**config.mk**
```make
export PLATFORM = sky130hd
export DESIGN_NAME = irq_prio_unit
export DESIGN_NICKNAME = d
export VERILOG_FILES = /design/src/rtl/irq_prio_pkg.sv /design/src/rtl/irq_lvl_filter.sv /design/src/rtl/irq_take_logic.sv /design/src/rtl/irq_mask_stack.sv /design/src/rtl/irq_prio_unit.sv
export SDC_FILE = /design/constraint.sdc
export NUM_CORES = 1
export LEC_CHECK = 0
export ABC_CLOCK_PERIOD_IN_PS = 6100
export BUFFER_PORTS_ARGS = -buffer_cell sky130_fd_sc_hd__buf_2
export CAP_MARGIN = 20
export CELL_PAD_IN_SITES_DETAIL_PLACEMENT = 0
export CELL_PAD_IN_SITES_GLOBAL_PLACEMENT = 1
export CORE_MARGIN = 5
export CORE_UTILIZATION = 40
export CTS_CLUSTER_DIAMETER = 30
export DETAILED_ROUTE_END_ITERATION = 16
export GPL_TIMING_DRIVEN = 0
export PLACE_DENSITY_LB_ADDON = 0.1
export SLEW_MARGIN = 10
export SYNTH_ARGS = -nofsm -noshare
export SYNTH_HDL_FRONTEND = slang
export SYNTH_SLANG_ARGS = --single-unit
```
**constraint.sdc**
```tcl
create_clock -name clk -period 6.1 [get_ports clk]
set_input_delay 0.61 -clock clk [delete_from_list [all_inputs] [get_ports clk]]
set_output_delay 0.61 -clock clk [all_outputs]
set_load 0.02 [all_outputs]
```
**src/rtl/irq_prio_pkg.sv**
```systemverilog
package irq_prio_pkg;

    localparam int LVL_W = 3;

    typedef logic [LVL_W-1:0] lvl_t;

    localparam lvl_t LVL_IDLE = '0;
    localparam lvl_t LVL_NMI  = '1;

    typedef struct packed {
        logic fire;
        lvl_t lvl;
    } take_t;

    localparam take_t TAKE_NONE = '{fire: 1'b0, lvl: LVL_IDLE};

    // A maskable level wins only when it is non-zero, below the
    // non-maskable level and strictly above the current mask.
    function automatic logic maskable_wins(lvl_t req, lvl_t mask);
        return (req != LVL_IDLE) && (req != LVL_NMI) && (req > mask);
    endfunction

endpackage

```
**src/rtl/irq_lvl_filter.sv**
```systemverilog
module irq_lvl_filter
    import irq_prio_pkg::*;
#(
    parameter int SAMPLES = 2
) (
    input  logic clk,
    input  logic rst,
    input  lvl_t raw_i,
    output lvl_t lvl_o
);

    localparam int HIST = SAMPLES - 1;

    lvl_t hist_q [HIST];
    lvl_t lvl_q;
    logic all_same;

    always_comb begin
        all_same = 1'b1;
        for (int i = 0; i < HIST; i++) begin
            if (hist_q[i] != raw_i) all_same = 1'b0;
        end
    end

    always_ff @(posedge clk) begin
        if (rst) begin
            for (int i = 0; i < HIST; i++) hist_q[i] <= LVL_IDLE;
            lvl_q <= LVL_IDLE;
        end else begin
            hist_q[0] <= raw_i;
            for (int i = 1; i < HIST; i++) hist_q[i] <= hist_q[i-1];
            if (all_same) lvl_q <= raw_i;
        end
    end

    assign lvl_o = lvl_q;


    filter_stable_chk: assert property (@(posedge clk) disable iff (rst)
        (lvl_o != $past(lvl_o)) |-> ($past(raw_i) == $past(raw_i, 2)));

endmodule

```
**src/rtl/irq_take_logic.sv**
```systemverilog
module irq_take_logic
    import irq_prio_pkg::*;
(
    input  logic  clk,
    input  logic  rst,
    input  lvl_t  lvl_i,
    input  lvl_t  mask_i,
    input  logic  full_i,
    input  logic  ret_i,
    output take_t take_o
);

    lvl_t prev_q;
    logic nmi_pend_q;
    logic nmi_edge;
    logic nmi_want;
    logic can_take;
    take_t take_d;

    always_comb begin
        nmi_edge = (lvl_i == LVL_NMI) && (prev_q != LVL_NMI);
        nmi_want = nmi_pend_q || nmi_edge;
        can_take = !full_i && !ret_i;
        take_d   = TAKE_NONE;
        if (can_take) begin
            if (nmi_want) begin
                take_d = '{fire: 1'b1, lvl: LVL_NMI};
            end else if (maskable_wins(lvl_i, mask_i)) begin
                take_d = '{fire: 1'b1, lvl: lvl_i};
            end
        end
    end

    always_ff @(posedge clk) begin
        if (rst) begin
            prev_q     <= LVL_IDLE;
            nmi_pend_q <= 1'b0;
        end else begin
            prev_q     <= lvl_i;
            nmi_pend_q <= nmi_want && !can_take;
        end
    end

    assign take_o = take_d;


    no_take_when_full_chk: assert property (@(posedge clk) disable iff (rst)
        full_i |-> !take_o.fire);

endmodule

```
**src/rtl/irq_mask_stack.sv**
```systemverilog
module irq_mask_stack
    import irq_prio_pkg::*;
#(
    parameter int   DEPTH    = 4,
    parameter lvl_t RST_MASK = LVL_IDLE
) (
    input  logic  clk,
    input  logic  rst,
    input  take_t take_i,
    input  logic  ret_i,
    output lvl_t  mask_o,
    output logic  full_o
);

    localparam int CNT_W = $clog2(DEPTH + 1);
    localparam int IDX_W = $clog2(DEPTH);

    lvl_t             slot_q [DEPTH];
    logic [CNT_W-1:0] cnt_q;
    lvl_t             mask_q;
    logic [CNT_W-1:0] top_cnt;
    logic             empty;

    assign empty   = (cnt_q == '0);
    assign full_o  = (cnt_q == CNT_W'(DEPTH));
    assign top_cnt = cnt_q - CNT_W'(1);

    always_ff @(posedge clk) begin
        if (rst) begin
            for (int i = 0; i < DEPTH; i++) slot_q[i] <= LVL_IDLE;
            cnt_q  <= '0;
            mask_q <= RST_MASK;
        end else if (take_i.fire && !full_o) begin
            slot_q[cnt_q[IDX_W-1:0]] <= mask_q;
            cnt_q  <= cnt_q + CNT_W'(1);
            mask_q <= take_i.lvl;
        end else if (ret_i && !empty) begin
            mask_q <= slot_q[top_cnt[IDX_W-1:0]];
            cnt_q  <= top_cnt;
        end
    end

    assign mask_o = mask_q;

    initial begin
        depth_param_chk: assert (DEPTH >= 2);
    end


    empty_ret_hold_chk: assert property (@(posedge clk) disable iff (rst)
        (ret_i && empty && !take_i.fire) |=> (mask_o == $past(mask_o)));


    depth_bound_chk: assert property (@(posedge clk) disable iff (rst)
        cnt_q <= CNT_W'(DEPTH));

endmodule

```
**src/rtl/irq_prio_unit.sv**
```systemverilog
module irq_prio_unit
    import irq_prio_pkg::*;
#(
    parameter int   DEPTH    = 4,
    parameter int   SAMPLES  = 2,
    parameter lvl_t RST_MASK = LVL_IDLE
) (
    input  logic       clk,
    input  logic       rst,
    input  logic [2:0] req_lvl_i,
    input  logic       ret_i,
    output logic       take_o,
    output logic [2:0] take_lvl_o,
    output logic [2:0] mask_o
);

    lvl_t  lvl_filt;
    lvl_t  mask_cur;
    logic  stack_full;
    take_t take_req;
    take_t take_q;

    irq_lvl_filter #(.SAMPLES(SAMPLES)) filt_i (
        .clk   (clk),
        .rst   (rst),
        .raw_i (req_lvl_i),
        .lvl_o (lvl_filt)
    );

    irq_take_logic take_i (
        .clk    (clk),
        .rst    (rst),
        .lvl_i  (lvl_filt),
        .mask_i (mask_cur),
        .full_i (stack_full),
        .ret_i  (ret_i),
        .take_o (take_req)
    );

    irq_mask_stack #(.DEPTH(DEPTH), .RST_MASK(RST_MASK)) stack_i (
        .clk    (clk),
        .rst    (rst),
        .take_i (take_req),
        .ret_i  (ret_i),
        .mask_o (mask_cur),
        .full_o (stack_full)
    );

    always_ff @(posedge clk) begin
        if (rst) take_q <= TAKE_NONE;
        else     take_q <= take_req;
    end

    assign take_o     = take_q.fire;
    assign take_lvl_o = take_q.lvl;
    assign mask_o     = mask_cur;


    take_sets_mask_chk: assert property (@(posedge clk) disable iff (rst)
        take_o |-> (mask_o == take_lvl_o));


    take_lvl_nonzero_chk: assert property (@(posedge clk) disable iff (rst)
        take_o |-> (take_lvl_o != 3'd0));


    maskable_above_chk: assert property (@(posedge clk) disable iff (rst)
        (take_o && take_lvl_o != 3'd7) |-> (take_lvl_o > $past(mask_o)));


    ret_blocks_take_chk: assert property (@(posedge clk) disable iff (rst)
        ret_i |=> !take_o);

endmodule

```
==> Yosys cells after proc, flatten, opt, wreduce, memory -nomap -nowiden <==
Memory sizes are Yosys's and may differ from the RTL's.
Index checks and enable logic that the tools add are counted.
{ "op_classes": {"addsub": 2, "n_lt_le_gt_ge": 1, "eq_ne": 5, "mux": 18, "reduce_logical": 17} }
{ "op_table": {"columns": ["operator", "count"], "rows": [
  ["$mux W3", 6],
  ["$mux W4", 3],
  ["$mux W1", 8],
  ["$logic_and A1 B1 Y1", 7],
  ["$eq A3 B3 Y1 const B", 2],
  ["$ne A3 B3 Y1 const B", 2],
  ["$reduce_or A3 Y1", 2],
  ["$logic_not A1 Y1", 4],
  ["$add A3 B1 Y3 const B", 1],
  ["$gt A3 B3 Y1", 1],
  ["$logic_not A3 Y1", 1],
  ["$ne A3 B3 Y1", 1],
  ["$reduce_bool A3 Y1", 1],
  ["$sub A3 B1 Y3 const B", 1],
  ["$mux W2", 1],
  ["$reduce_bool A2 Y1", 1],
  ["$logic_or A1 B1 Y1", 1]
]} }
{ "word_totals": {"regBits": 17, "mem_bits_rw": 15, "word_cells": 52, "n_memories": 2} }
{ "mem_list": {"columns": ["memory", "words", "word_bits", "read_ports", "rd_ports_with_merged_regs", "write_ports", "line_no", "text"], "rows": [
  ["stack_i.slot_q", 4, 3, 1, 0, 4, "irq_mask_stack.sv:18", "lvl_t slot_q [DEPTH];"],
  ["filt_i.hist_q", 1, 3, 1, 0, 1, "irq_lvl_filter.sv:14", "lvl_t hist_q [HIST];"]
]} }

==> Longest topological paths before layout <==
{ "logic_depth": {"word_depth": 12, "mapped_depth": 9, "depth_no_buf": 7} }

==> By module <==
Synthesis repeated with hierarchy kept, for this count alone.
{ "hier_totals": {"cells_unflattened": 143, "area_unflattened_um2": 1555.2} }
{ "by_module_without_submodules": {"columns": ["mod", "instances", "cells_per_inst", "area_each_um2"], "rows": [
  ["irq_mask_stack", 1, 81, 939.7],
  ["irq_take_logic", 1, 33, 277.8],
  ["irq_lvl_filter", 1, 21, 232.7],
  ["irq_prio_unit", 1, 8, 105.1]
]} }

==> Worst setup path after synthesis <==
OpenSTA, ideal clock, no wires.
{ "synth_timing": {"path_kind": "register -> register", "startpoint": "reg stack_i.cnt_q[0]", "endpoint": "mem stack_i.slot_q[0][0] in the netlist's numbering, enable pin", "setup_ps": 355, "t_arrival_ps": 2064, "required_time_ps": 5745, "path_slack_ps": 3681, "path_stages_with_launch": 10, "n_path_buf": 3, "cell_sequence": "dfxtp_1 clkbuf_1 inv_1 ha_1 a21o_1 a21oi_1 a22oi_2 buf_6 buf_6 o31ai_1"} }
{ "synth_lines": {"columns": ["item", "line_no", "text"], "rows": [
  ["from (decl)", "irq_mask_stack.sv:19", "logic [CNT_W-1:0] cnt_q;"],
  ["from (signal assigned)", "irq_mask_stack.sv:35", "cnt_q <= cnt_q + CNT_W'(1);"],
  ["from (signal assigned)", "irq_mask_stack.sv:39", "cnt_q <= top_cnt;"],
  ["to (decl)", "irq_mask_stack.sv:18", null]
]} }

==> results.md <==
Run status:
- The flow ran to the end, and the final reports show no timing, DRC or antenna violations.

Die:
- The region available for standard cell placement spans 3720 sq um.
- The die area is 5220 sq um.
- In this run the vertical extent of the chip is 72.2 um.
- The die is 72.2 um wide.
- The top-level I/O count is 13.
- The floorplan has 22 rows.
- The starting utilization of the core area is 0.417.

Min path:
- The worst min-delay path class is reg2reg.

Yosys:
- The mapped netlist covers 1550 sq um.
- The number of flops mapped to enable cells by yosys is 12.
- The Yosys warning count is 0.
- Counting every net in the synthesized netlist gives 151.
- Counting every instance in the synthesized netlist gives 139.
- Yosys mapped the design onto 41 distinct sky130hd cell types.
- The per-instance average area after synthesis is 11.1 sq um.
- The post-synthesis register bit count is 32.
- The fraction of registers with async set or reset after synthesis is 0.
- The commonest register cell after synthesis is sky130_fd_sc_hd__dfxtp_1.
- The fraction of the yosys area taken by sequential cells is 0.491.

Detailed routing:
- The remaining routing DRC violations is 0.
- The via total after detailed routing is 1074.
- The total wire length after detailed routing is 2980 um.
- The count of routing violations after the opening detailed-route iteration is 30.
- In the final routed layout, each cell accounts on average for 14.5 um.
- The remaining antenna violation count after routing is 0.
- The pre-antenna-repair detailed-routing pass consisted of 4 iterations.
- Dividing the detail-routed via count by the number of cells gives 5.21.

Global route:
- Entering global routing, the biggest net connects 12 pins.
- In the global route stage, overall resource usage came out at 0.132.
- The overall overflow remaining after global route is 0.
- The initial antenna violation count is 0.
- The first global-routing pass estimated 5190 um of wire.
- The via count of the first global-routing pass is 1084.

Clocking:
- The total clock buffers created by CTS is 5.
- The later pin in the worst-skew pair is clocked with a latency of 0.28 ns.
- The clock passes through at most 2 buffers.
- The count of hold buffers inserted by post-cts repair is 0.
- After clock tree synthesis, the clock-pin slew on the worst setup and hold paths is 0.07 ns.
- TritonCTS built the clock tree.
- The post-CTS setup repair buffer count is 0.
- The clock tree synthesis step divided the H-tree into 2 levels.
- Clock tree synthesis selected as its root buffer the cell sky130_fd_sc_hd__clkbuf_8.
- For this design, the sink count on the clock tree is 32.
- In this run, post-CTS repair resized a total of 0 instances.

Timing:
- The total setup violations reported at the end of the flow is 0.
- The worst clock skew is 0.00291 ns.
- The peak clock frequency supported by timing is 363 MHz.
- Setup repair after global routing left no endpoint under its margin.
- The sum of negative setup slack is 0 ns.
- Of the available clock period, the critical path in the final layout requires 0.452.
- At the pin with the least slew margin, the transition time is 0.547 ns.
- The tightest hold path in the finished design has a slack of 0.526 ns.
- The final critical-path required period is 2.75 ns.
- The hold violation count in the final report is 0.
- The final-report max-slew violation count is 0.
- The worst pin sits at a relative slew slack of 0.632.

Pwr:
- The power density over cell area is 373 nW/um^2.
- The portion of total power attributed to sequential cells is 0.403.
- The part of the total power dissipated in the clock network is 0.237.
- The combinational power share is 0.360.
- Across the VDD grid, the largest voltage drop is 0.000190 V.
- The switching share of power is 0.361.
- Cell internal power was estimated by the tool at 417 uW.
- For this design the static power due to leakage is 0.000658 uW.
- The analysis attributes to net switching a power of 235 uW.

Finish:
- The net total in the final layout is 169.
- Registers take 761 sq um.
- The footprint of the multi-input gates is 707 sq um.
- Of the cells placed in the final design, the portion with a size suffix greater than 1 is 0.215.
- The number of antenna diodes in the final layout is 0.
- The area growth from synthesis to layout is 12.9%.
- The number of filler cells placed in the layout is 368.

Critical path:
- Of all nets on the critical path, the largest fanout is 10.
- The type of origin of the critical path is a flip-flop.
- The critical path capture point type is a flip-flop.
- The worst setup path category is reg2reg.
- The arrival time at the worst endpoint is 2.67 ns.
- The data required time at the worst endpoint is 6.02 ns.

Run:
- Across the run, the number of max-cap violations was 0.

Place:
- The half-perimeter wire length after detailed placement is 2340 um.
- Buffers placed on the I/O ports in this run total 11.
- The weighted congestion reported at the end of routability-driven placement is 0.743.
-- worst max-delay path, stage by stage, from the launching register on --
cell                       delay (ns)
sky130_fd_sc_hd__dfxtp_1         0.34
sky130_fd_sc_hd__clkbuf_1        0.32
sky130_fd_sc_hd__inv_1           0.19
sky130_fd_sc_hd__ha_1            0.28
sky130_fd_sc_hd__a21o_1          0.20
sky130_fd_sc_hd__a21oi_1         0.19
sky130_fd_sc_hd__a22oi_2         0.10
sky130_fd_sc_hd__buf_6           0.17
sky130_fd_sc_hd__buf_6           0.14
sky130_fd_sc_hd__o31ai_1         0.46
-- worst paths after layout --
| kind | start | end | slack (ns) | cells past startpoint |
|---|---|---|---|---|
| max | stack_i.cnt_q[0] | stack_i.slot_q[0][2] | 3.35 | 9 |
| max reg2reg | stack_i.cnt_q[0] | stack_i.slot_q[0][2] | 3.35 | 9 |
| min | stack_i.mask_o[1] | stack_i.mask_o[1] | 0.53 | 2 |
| min reg2reg | stack_i.mask_o[1] | stack_i.mask_o[1] | 0.53 | 2 |
-- metrics by stage --
| step | worst slack, ns | cell area (sq um) | std cells | util | total power, uW |
|---|---|---|---|---|---|
| floorplan | 3.68 | 1550 | 139 | - | 447 |
| global placement | 3.30 | 1660 | 198 | 0.448 | 503 |
| detailed placement | 3.34 | 1660 | 198 | 0.448 | 503 |
| CTS | 3.32 | 1750 | 206 | 0.471 | 659 |
| global route | 3.10 | 1750 | 206 | 0.471 | 701 |
| finish | 3.35 | 1750 | 206 | 0.471 | 652 |
-- synth_stat cells, types with 3 or more instances --
master	number	area, sq um
sky130_fd_sc_hd__o31ai_1	3	22.5
sky130_fd_sc_hd__o21ai_0	3	15.0
sky130_fd_sc_hd__nand2_1	12	45.0
sky130_fd_sc_hd__nor2b_1	5	31.3
sky130_fd_sc_hd__and2_1	3	18.8
sky130_fd_sc_hd__nor4_1	4	25.0
sky130_fd_sc_hd__mux4_2	3	67.6
sky130_fd_sc_hd__o21ai_1	3	15.0
sky130_fd_sc_hd__edfxtp_1	12	360
sky130_fd_sc_hd__ha_1	6	75.1
sky130_fd_sc_hd__nor2_1	6	22.5
sky130_fd_sc_hd__nand3_1	3	15.0
sky130_fd_sc_hd__buf_6	3	33.8
sky130_fd_sc_hd__nor3_1	3	15.0
sky130_fd_sc_hd__a21o_1	3	22.5
sky130_fd_sc_hd__dfxtp_1	20	400
sky130_fd_sc_hd__o21a_1	4	30.0
sky130_fd_sc_hd__a21oi_1	7	35.0
sky130_fd_sc_hd__inv_1	7	26.3
-- placed cells by master (no fill, tap or decap), drive strengths merged, types with 3 or more instances in the layout --
cell    instances
a21o            3
a21oi           8
a221oi          3
and2            3
and3            4
buf            14
clkbuf          9
dfxtp          20
edfxtp         12
ha              6
inv             7
mux4            3
nand2          12
nand3           3
nor2            6
nor2b           5
nor3            5
nor4            4
o21a            4
o21ai           6
o31ai           3
-- layout make-up --
class,instances,share of cell area
sequential,32,0.435
multi-input combinational,94,0.404
clock buffer,6,0.0415
tap,48,0.0343
timing repair buffer,11,0.0315
buffer,6,0.0315
inverter,7,0.0150
clock inverter,2,0.00715
-- registers in the layout, summed over array words and instances, names as in the netlist --
name,cells
take_lvl_o,3
take_i.prev_q,3
take_i.nmi_pend_q,1
filt_i.lvl_o,3
stack_i.mask_o,3
stack_i.cnt_q,3
take_o,1
stack_i.slot_q,12
filt_i.hist_q,3
-- metal layers --
layer,track usage,vias up,part of all wire
met1,0.179,503,0.50
met2,0.200,22,0.46
met3,0.0416,2,0.040
met4,0.0376,0,0.0044
li1,-,547,-
met5,0,-,0
-- cell families (layout without fill, tap and decap cells) --
logic type                 after synthesis  in the layout  synth area share
AOI/OAI and AO/OA                       33             33             0.162
xor gates and xnor gates                 4              4            0.0226
adders and majority gates                6              6            0.0485
buffers and inverters                   13             32            0.0525
DFF                                     32             32             0.491
muxes                                    5              5            0.0573
and+or+nand+nor                         46             46             0.166
-- power groups by stage --
| stage | Combinational (uW) | Sequential, uW | Clock, uW |
|---|---|---|---|
| detailed placement | 235 | 268 | 0 |
| finish | 235 | 263 | 155 |
| floorplan | 176 | 271 | 0 |
| global placement | 236 | 268 | 0 |
| CTS | 236 | 263 | 160 |
| global route | 263 | 268 | 170 |
No activity file was read; power rests on OpenSTA's default activity.
